File: src/rtl/rhs_pkg.sv
package rhs_pkg;

  // Reason behind the current selection
  typedef enum logic [1:0] {
    PICK_NONE    = 2'd0,
    PICK_AGED    = 2'd1,
    PICK_HIT     = 2'd2,
    PICK_LONGEST = 2'd3
  } pick_why_e;

  // Row-buffer condition seen by a request
  typedef enum logic [1:0] {
    ROW_HIT      = 2'd0,
    ROW_CLOSED   = 2'd1,
    ROW_CONFLICT = 2'd2
  } row_state_e;

endpackage

File: src/rtl/rhs_queue.sv
// Arrival-ordered request store: slot 0 is always the oldest entry.
module rhs_queue #(
  parameter int DEPTH  = 8,
  parameter int TID_W  = 2,
  parameter int BANK_W = 3,
  parameter int ROW_W  = 14,
  parameter int WAIT_W = 10,
  parameter int COST_W = 6,
  parameter int IDX_W  = 3,
  parameter int CNT_W  = 4
) (
  input  logic                             clk,
  input  logic                             rst_n,
  input  logic                             push_i,
  input  logic [TID_W-1:0]                 push_tid_i,
  input  logic [BANK_W-1:0]                push_bank_i,
  input  logic [ROW_W-1:0]                 push_row_i,
  input  logic                             pop_i,
  input  logic [IDX_W-1:0]                 pop_idx_i,
  input  logic [COST_W-1:0]                pop_cost_i,
  output logic [DEPTH-1:0]                 vld_o,
  output logic [DEPTH-1:0][TID_W-1:0]      tid_o,
  output logic [DEPTH-1:0][BANK_W-1:0]     bank_o,
  output logic [DEPTH-1:0][ROW_W-1:0]      row_o,
  output logic [DEPTH-1:0][WAIT_W-1:0]     wait_o,
  output logic [CNT_W-1:0]                 cnt_o
);

  logic [DEPTH-1:0]             vld_q,  vld_d;
  logic [DEPTH-1:0][TID_W-1:0]  tid_q,  tid_d;
  logic [DEPTH-1:0][BANK_W-1:0] bank_q, bank_d;
  logic [DEPTH-1:0][ROW_W-1:0]  row_q,  row_d;
  logic [DEPTH-1:0][WAIT_W-1:0] wait_q, wait_d;
  logic [CNT_W-1:0]             cnt_q,  cnt_d, cnt_left;
  logic                         upd;

  function automatic logic [WAIT_W-1:0] sat_add(input logic [WAIT_W-1:0] a,
                                                input logic [COST_W-1:0] b);
    logic [WAIT_W:0] s;
    s = {1'b0, a} + (WAIT_W+1)'(b);
    return s[WAIT_W] ? '1 : s[WAIT_W-1:0];
  endfunction

  // Next state: close the gap left by the granted entry, age the
  // survivors by the granted cost, then append the new arrival.
  always_comb begin
    vld_d  = vld_q;
    tid_d  = tid_q;
    bank_d = bank_q;
    row_d  = row_q;
    wait_d = wait_q;
    if (pop_i) begin
      for (int i = 0; i < DEPTH-1; i++) begin
        if (IDX_W'(i) >= pop_idx_i) begin
          vld_d[i]  = vld_q[i+1];
          tid_d[i]  = tid_q[i+1];
          bank_d[i] = bank_q[i+1];
          row_d[i]  = row_q[i+1];
          wait_d[i] = wait_q[i+1];
        end
      end
      vld_d[DEPTH-1] = 1'b0;
      for (int i = 0; i < DEPTH; i++) begin
        if (vld_d[i]) wait_d[i] = sat_add(wait_d[i], pop_cost_i);
      end
    end
    cnt_left = cnt_q - CNT_W'(pop_i);
    if (push_i) begin
      for (int i = 0; i < DEPTH; i++) begin
        if (CNT_W'(i) == cnt_left) begin
          vld_d[i]  = 1'b1;
          tid_d[i]  = push_tid_i;
          bank_d[i] = push_bank_i;
          row_d[i]  = push_row_i;
          wait_d[i] = '0;
        end
      end
    end
    cnt_d = cnt_left + CNT_W'(push_i);
  end

  assign upd = push_i | pop_i;

  always_ff @(posedge clk or negedge rst_n) begin
    if (!rst_n) begin
      vld_q  <= '0;
      tid_q  <= '0;
      bank_q <= '0;
      row_q  <= '0;
      wait_q <= '0;
      cnt_q  <= '0;
    end else if (upd) begin
      vld_q  <= vld_d;
      tid_q  <= tid_d;
      bank_q <= bank_d;
      row_q  <= row_d;
      wait_q <= wait_d;
      cnt_q  <= cnt_d;
    end
  end

  assign vld_o  = vld_q;
  assign tid_o  = tid_q;
  assign bank_o = bank_q;
  assign row_o  = row_q;
  assign wait_o = wait_q;
  assign cnt_o  = cnt_q;

  // occupancy never passes capacity
  assert_depth_bound_R8: assert property (@(posedge clk) disable iff (!rst_n)
    cnt_q <= CNT_W'(DEPTH));

  // live slots match the occupancy count
  assert_packed_R8: assert property (@(posedge clk) disable iff (!rst_n)
    $countones(vld_q) == int'(cnt_q));

  // a lone arrival lands at the tail with zero waiting time
  assert_fresh_zero_R2: assert property (@(posedge clk) disable iff (!rst_n)
    (push_i && !pop_i) |=> (wait_q[IDX_W'($past(cnt_q))] == '0));

  // a grant without an arrival removes exactly one entry
  assert_pop_shrink_R9: assert property (@(posedge clk) disable iff (!rst_n)
    (pop_i && !push_i) |=> (cnt_q == $past(cnt_q) - 1'b1));

endmodule

File: src/rtl/rhs_banks.sv
// Per-bank open-row state, per-entry hit detection and cost estimate.
module rhs_banks
  import rhs_pkg::*;
#(
  parameter int DEPTH  = 8,
  parameter int NBANK  = 8,
  parameter int BANK_W = 3,
  parameter int ROW_W  = 14,
  parameter int T_PRE  = 14,
  parameter int T_ACT  = 14,
  parameter int T_COL  = 14,
  parameter int COST_W = 6
) (
  input  logic                         clk,
  input  logic                         rst_n,
  input  logic [DEPTH-1:0][BANK_W-1:0] ent_bank_i,
  input  logic [DEPTH-1:0][ROW_W-1:0]  ent_row_i,
  input  logic [BANK_W-1:0]            sel_bank_i,
  input  logic [ROW_W-1:0]             sel_row_i,
  input  logic                         upd_i,
  output logic [DEPTH-1:0]             hit_o,
  output logic [COST_W-1:0]            cost_o
);

  logic [NBANK-1:0]            open_q, open_d;
  logic [NBANK-1:0][ROW_W-1:0] orow_q, orow_d;
  row_state_e                  sel_state;

  // One hit comparator per queue slot
  for (genvar g = 0; g < DEPTH; g++) begin : g_hit
    assign hit_o[g] = open_q[ent_bank_i[g]] &&
                      (orow_q[ent_bank_i[g]] == ent_row_i[g]);
  end

  always_comb begin
    if (!open_q[sel_bank_i])                     sel_state = ROW_CLOSED;
    else if (orow_q[sel_bank_i] == sel_row_i)    sel_state = ROW_HIT;
    else                                         sel_state = ROW_CONFLICT;
  end

  always_comb begin
    case (sel_state)
      ROW_HIT:    cost_o = COST_W'(T_COL);
      ROW_CLOSED: cost_o = COST_W'(T_ACT + T_COL);
      default:    cost_o = COST_W'(T_PRE + T_ACT + T_COL);
    endcase
  end

  always_comb begin
    open_d = open_q;
    orow_d = orow_q;
    if (upd_i) begin
      open_d[sel_bank_i] = 1'b1;
      orow_d[sel_bank_i] = sel_row_i;
    end
  end

  always_ff @(posedge clk or negedge rst_n) begin
    if (!rst_n) begin
      open_q <= '0;
      orow_q <= '0;
    end else if (upd_i) begin
      open_q <= open_d;
      orow_q <= orow_d;
    end
  end

  // granted bank holds the granted row afterwards
  assert_row_kept_R7: assert property (@(posedge clk) disable iff (!rst_n)
    upd_i |=> (open_q[$past(sel_bank_i)] &&
               orow_q[$past(sel_bank_i)] == $past(sel_row_i)));

endmodule

File: src/rtl/rhs_pick.sv
// Three-tier selection: urgent, then row hit, then longest wait.
module rhs_pick
  import rhs_pkg::*;
#(
  parameter int DEPTH  = 8,
  parameter int WAIT_W = 10,
  parameter int IDX_W  = 3
) (
  input  logic                         clk,
  input  logic                         rst_n,
  input  logic [DEPTH-1:0]             vld_i,
  input  logic [DEPTH-1:0][WAIT_W-1:0] wait_i,
  input  logic [DEPTH-1:0]             hit_i,
  input  logic [WAIT_W-1:0]            thresh_i,
  output logic                         sel_vld_o,
  output logic [IDX_W-1:0]             sel_idx_o
);

  logic [DEPTH-1:0]  over;
  logic [IDX_W-1:0]  max_idx, hit_idx;
  logic [WAIT_W-1:0] max_w;
  logic              seen, hit_any;
  pick_why_e         why;

  always_comb begin
    for (int i = 0; i < DEPTH; i++) over[i] = vld_i[i] && (wait_i[i] > thresh_i);
  end

  // Ascending scan with strict compares: the lowest slot wins ties.
  always_comb begin
    max_idx = '0;
    max_w   = '0;
    seen    = 1'b0;
    hit_idx = '0;
    hit_any = 1'b0;
    for (int i = 0; i < DEPTH; i++) begin
      if (vld_i[i]) begin
        if (!seen || wait_i[i] > max_w) begin
          max_w   = wait_i[i];
          max_idx = IDX_W'(i);
        end
        seen = 1'b1;
        if (hit_i[i] && !hit_any) begin
          hit_idx = IDX_W'(i);
          hit_any = 1'b1;
        end
      end
    end
  end

  // The urgent winner is the overall longest waiter whenever any is urgent.
  always_comb begin
    if (|over)        why = PICK_AGED;
    else if (hit_any) why = PICK_HIT;
    else if (seen)    why = PICK_LONGEST;
    else              why = PICK_NONE;
    case (why)
      PICK_HIT: sel_idx_o = hit_idx;
      PICK_NONE: sel_idx_o = '0;
      default:  sel_idx_o = max_idx;
    endcase
    sel_vld_o = (why != PICK_NONE);
  end

  // an urgent entry present means an urgent entry is chosen
  assert_aged_first_R3: assert property (@(posedge clk) disable iff (!rst_n)
    (|over) |-> (wait_i[sel_idx_o] > thresh_i));

  // without urgency, a present hit means a hit is chosen
  assert_hit_next_R4: assert property (@(posedge clk) disable iff (!rst_n)
    (sel_vld_o && !(|over) && (|(hit_i & vld_i))) |-> hit_i[sel_idx_o]);

  // the chosen slot always holds a request
  assert_sel_live_R9: assert property (@(posedge clk) disable iff (!rst_n)
    sel_vld_o |-> vld_i[sel_idx_o]);

endmodule

File: src/rtl/rhs_sched.sv
module rhs_sched #(
  parameter int DEPTH  = 8,
  parameter int NBANK  = 8,
  parameter int TID_W  = 2,
  parameter int ROW_W  = 14,
  parameter int WAIT_W = 10,
  parameter int T_PRE  = 14,
  parameter int T_ACT  = 14,
  parameter int T_COL  = 14,
  parameter int BANK_W = $clog2(NBANK),
  parameter int COST_W = $clog2(T_PRE + T_ACT + T_COL + 1)
) (
  input  logic              clk,
  input  logic              rst_n,
  input  logic [WAIT_W-1:0] thresh_i,
  input  logic              enq_valid_i,
  output logic              enq_ready_o,
  input  logic [TID_W-1:0]  enq_tid_i,
  input  logic [BANK_W-1:0] enq_bank_i,
  input  logic [ROW_W-1:0]  enq_row_i,
  output logic              full_o,
  output logic              gnt_valid_o,
  input  logic              gnt_ready_i,
  output logic [TID_W-1:0]  gnt_tid_o,
  output logic [BANK_W-1:0] gnt_bank_o,
  output logic [ROW_W-1:0]  gnt_row_o,
  output logic [COST_W-1:0] gnt_cost_o
);

  localparam int IDX_W = (DEPTH > 1) ? $clog2(DEPTH) : 1;
  localparam int CNT_W = $clog2(DEPTH + 1);

  logic [DEPTH-1:0]             q_vld, q_hit;
  logic [DEPTH-1:0][TID_W-1:0]  q_tid;
  logic [DEPTH-1:0][BANK_W-1:0] q_bank;
  logic [DEPTH-1:0][ROW_W-1:0]  q_row;
  logic [DEPTH-1:0][WAIT_W-1:0] q_wait;
  logic [CNT_W-1:0]             q_cnt;
  logic [IDX_W-1:0]             sel_idx;
  logic                         sel_vld, enq_fire, gnt_fire;

  assign enq_ready_o = (q_cnt < CNT_W'(DEPTH));
  assign full_o      = (q_cnt == CNT_W'(DEPTH));
  assign enq_fire    = enq_valid_i && enq_ready_o;
  assign gnt_valid_o = sel_vld;
  assign gnt_fire    = gnt_valid_o && gnt_ready_i;
  assign gnt_tid_o   = q_tid[sel_idx];
  assign gnt_bank_o  = q_bank[sel_idx];
  assign gnt_row_o   = q_row[sel_idx];

  rhs_queue #(
    .DEPTH(DEPTH), .TID_W(TID_W), .BANK_W(BANK_W), .ROW_W(ROW_W),
    .WAIT_W(WAIT_W), .COST_W(COST_W), .IDX_W(IDX_W), .CNT_W(CNT_W)
  ) u_queue (
    .clk(clk), .rst_n(rst_n),
    .push_i(enq_fire), .push_tid_i(enq_tid_i), .push_bank_i(enq_bank_i),
    .push_row_i(enq_row_i),
    .pop_i(gnt_fire), .pop_idx_i(sel_idx), .pop_cost_i(gnt_cost_o),
    .vld_o(q_vld), .tid_o(q_tid), .bank_o(q_bank), .row_o(q_row),
    .wait_o(q_wait), .cnt_o(q_cnt)
  );

  rhs_banks #(
    .DEPTH(DEPTH), .NBANK(NBANK), .BANK_W(BANK_W), .ROW_W(ROW_W),
    .T_PRE(T_PRE), .T_ACT(T_ACT), .T_COL(T_COL), .COST_W(COST_W)
  ) u_banks (
    .clk(clk), .rst_n(rst_n),
    .ent_bank_i(q_bank), .ent_row_i(q_row),
    .sel_bank_i(gnt_bank_o), .sel_row_i(gnt_row_o), .upd_i(gnt_fire),
    .hit_o(q_hit), .cost_o(gnt_cost_o)
  );

  rhs_pick #(
    .DEPTH(DEPTH), .WAIT_W(WAIT_W), .IDX_W(IDX_W)
  ) u_pick (
    .clk(clk), .rst_n(rst_n),
    .vld_i(q_vld), .wait_i(q_wait), .hit_i(q_hit), .thresh_i(thresh_i),
    .sel_vld_o(sel_vld), .sel_idx_o(sel_idx)
  );

  // re-offering the row just served must be priced as a hit
  assert_repeat_hit_R6: assert property (@(posedge clk) disable iff (!rst_n)
    (gnt_fire ##1 (gnt_valid_o && gnt_bank_o == $past(gnt_bank_o) &&
                   gnt_row_o == $past(gnt_row_o)))
    |-> (gnt_cost_o == COST_W'(T_COL)));

  // another row in the bank just served must be priced as a conflict
  assert_other_row_R6: assert property (@(posedge clk) disable iff (!rst_n)
    (gnt_fire ##1 (gnt_valid_o && gnt_bank_o == $past(gnt_bank_o) &&
                   gnt_row_o != $past(gnt_row_o)))
    |-> (gnt_cost_o == COST_W'(T_PRE + T_ACT + T_COL)));

  // a full queue with no grant stays full whatever is offered
  assert_full_hold_R8: assert property (@(posedge clk) disable iff (!rst_n)
    (full_o && !gnt_fire) |=> full_o);

endmodule

File: config.mk
export PLATFORM = sky130hd
export DESIGN_NAME = rhs_sched
export DESIGN_NICKNAME = d
export VERILOG_FILES = /design/src/rtl/rhs_pkg.sv /design/src/rtl/rhs_queue.sv /design/src/rtl/rhs_banks.sv /design/src/rtl/rhs_pick.sv /design/src/rtl/rhs_sched.sv
export SDC_FILE = /design/constraint.sdc
export NUM_CORES = 2
export LEC_CHECK = 0
export BUFFER_PORTS_ARGS = -buffer_cell sky130_fd_sc_hd__buf_2
export CORE_MARGIN = 3
export CORE_UTILIZATION = 50
export CTS_CLUSTER_DIAMETER = 150
export DETAILED_ROUTE_END_ITERATION = 10
export HOLD_SLACK_MARGIN = 0.02
export PLACE_DENSITY = 0.77
export SYNTH_ARGS = -nofsm -noshare
export SYNTH_HDL_FRONTEND = slang
export SYNTH_SLANG_ARGS = --single-unit
File: constraint.sdc
create_clock -name clk -period 19.7 [get_ports clk]
set_input_delay 2.955 -clock clk [delete_from_list [all_inputs] [get_ports clk]]
set_output_delay 2.955 -clock clk [all_outputs]
set_load 0.05 [all_outputs]
==> reports/results.tsv <==
metric	value	unit
cts_tree	yes	
firstDrtPassIters	6	
routed_wl	132	mm
core	67600	sq um
fin_area	37000	sq um
synth_top_area_cell	dfrtp_1	
area_growth	7.73	%
synth_fp_nets	3890	
ant_nets	0	
r2r-start	u_queue.wait_o[4]$_DFFE_PN0P_	
dp.cells	4351	
root_buffer	clkbuf_16	
yosysMostFrequentCell	mux2i_1	
numCtsBuffers	41	
overflow	0	
die_w	268	um
vias	31300	
synth_edf_count	0	
layout.nets	3745	
yosys-top-cells-area	dfrtp_1 (26%), mux2i_1 (13%), mux4_2 (10%), mux2_2 (6.5%), ha_1 (5.8%)	
row_count	95	
dieArea	71800	sq um
drc	0	
synth_ff_type	dfrtp_1	
grt_use_total	35.9	%
worstSetupStartpointType	register	
end_kind	primary output	
die_y	268	um
final_util	54.7	%
clock.fmax	52.8	MHz
critPathRequiredTime	16750	ps
route.detailed.wl_per_inst	29.6	um
syn_area	34300	sq um
crit_fanout	18	
worstSetupPathType	reg2out	
cts.htree.levels	2	
synth-seq-area-share	25.8	%
ys_top_cells_by_count	mux2i_1 (442), nand2_1 (412), dfrtp_1 (354)	
min_from	u_queue.wait_o[60]$_DFFE_PN0P_	
drive_gt1_share	19.7	%
reg2regPathDepth	82	
skew	21.2	ps
grt_pass1_wl	193	mm
cp_data_arrival_time	15990	ps
syn_avg_cell_area	9.30	sq um
port_buffers	58	
grt_pass1_vias	29400	
antenna_found_initial	3	
viasPerCell	7.03	
postCtsHoldBufs	0	
finalSetupViolCount	0	
drt_iter0_drc	4578	
slew_viol_final	0	
min_period_over_period	96.1	%
relSlewSlack	23.3	%
drv_cap	0	
final_cells	4455	
insertion_delay	600	ps
place_area	35100	sq um
regToRegEndpoint	u_queue.wait_o[20]$_DFFE_PN0P_	
start_util	50.8	%
io_pins	61	
worst-r2r-setup-slack	1950	ps
ctsLongestPathBuffers	3	
synth_top_area_share	25.8	%
cp_slowest_cell	mux4_4	
min_path_type	reg2reg	
status	completed	
dpl.hpwl	93.5	mm
synth-async-reset-ratio	100	%
yosysWarningCount	0	
tightest_slew	1150	ps
globalplace.congestion	1.09	
path_common_cell	o21a_1	
holdWs	521	ps
hold_end	u_queue.wait_o[60]$_DFFE_PN0P_	
yosysUniqueCellTypes	100	
synth_seq_cells	354	
path_clk_slew	60	ps
grt_max_degree	105	
syn_inst	3691	
cp_slowest_stage_delay	670	ps
cts_num_sinks	354	
final_hold_viol_count	0	
hold_path_depth	2	
fin_crit	18940	ps
==> layout by cell type (no fill, tap or decap), drive strengths merged, types with 25 or more instances in the layout <==
master	netlist	final
a21o	39	39
a21oi	177	177
a22oi	59	59
buf	148	149
clkbuf	193	52
dfrtp	354	354
ha	159	159
inv	121	121
mux2	200	200
mux2i	443	443
mux4	157	159
nand2	412	412
nand2b	28	28
nand3	109	109
nand4	43	43
nor2	129	129
nor2b	35	35
nor3	45	45
nor4	25	25
o21a	32	32
o21ai	278	278
xnor2	103	103
xor2	43	43
==> layer usage <==
metal,part of all wire (%),GRT usage (%),up-vias
met4,8.0,23.3,0
li1,-,-,13400
met5,0,0,-
met2,42,53.2,2248
met1,37,45.5,15100
met3,13,11.1,627
==> area by class of cell <==
cell class	instances	area, sq um
inverters	121	462
fillers	5935	30700
flip-flops and latches	354	8870
well taps	873	1090
clock buffers	51	1090
diodes	3	7.51
multi-input cells	2878	24000
clock inverters	25	309
repair buffers	150	1100
==> critical path, delay by kind of cell (launching register included) <==
family                     cells  cell delay [ps]
DFF                            1              520
xor gates and xnor gates       1              270
adders and majority gates      6             1570
AOI/OAI and AO/OA             35             6860
and+or+nand+nor               19             3250
buffers and inverters          8             1180
muxes                          4             1710
==> registers in the layout, summed over array words and instances, names as in the netlist <==
| register | flops |
|---|---|
| u_queue.vld_o | 8 |
| u_queue.tid_o | 16 |
| u_queue.cnt_o | 4 |
| u_banks.orow_q | 112 |
| u_banks.open_q | 8 |
| u_queue.row_o | 112 |
| u_queue.wait_o | 70 |
| u_queue.bank_o | 24 |
==> worst max path at each step <==
stage                                        startpoint       endpoint  slack (ps)  depth (start not counted)
after detailed placement   u_queue.vld_o[0]$_DFFE_PN0P_  gnt_cost_o[2]          90                         74
after global routing       u_queue.vld_o[0]$_DFFE_PN0P_  gnt_cost_o[5]         -80                         75
final                     u_queue.wait_o[4]$_DFFE_PN0P_  gnt_cost_o[5]         760                         73
after global placement     u_queue.vld_o[0]$_DFFE_PN0P_  gnt_cost_o[2]         230                         73
after floorplan            u_queue.vld_o[0]$_DFFE_PN0P_  gnt_cost_o[2]        -230                         79
after CTS                  u_queue.vld_o[0]$_DFFE_PN0P_  gnt_cost_o[2]          10                         74
==> stage by stage <==
stage	setup slack, ps	TNS [ps]
4_1_cts	12.9	0
3_3_place_gp	226	0
5_1_grt	-80.7	-142
2_1_floorplan	-234	-234
3_5_place_dp	87.9	0
6_report	760	0
==> cell families after synthesis <==
kind of cell,count (synthesis),synth area share [%]
muxes,800,29.8
other,2,0.0219
adders and majority gates,166,6.20
DFF,354,25.8
xor gates and xnor gates,146,3.73
buffers and inverters,462,5.86
AOI/OAI and AO/OA,815,15.4
and+or+nand+nor,946,13.2
==> what timing repair did <==
item / 4_1_cts / 5_1_grt
buffers inserted: 5 / 17
endpoints found under the setup margin: 3 / 7
gates cloned: 3 / 0
pin swaps: 2 / 8
gates resized for setup: 4 / 27
Power is not shown: default switching activity piles up to over one toggle a cycle in this logic, so the estimate is an artifact.
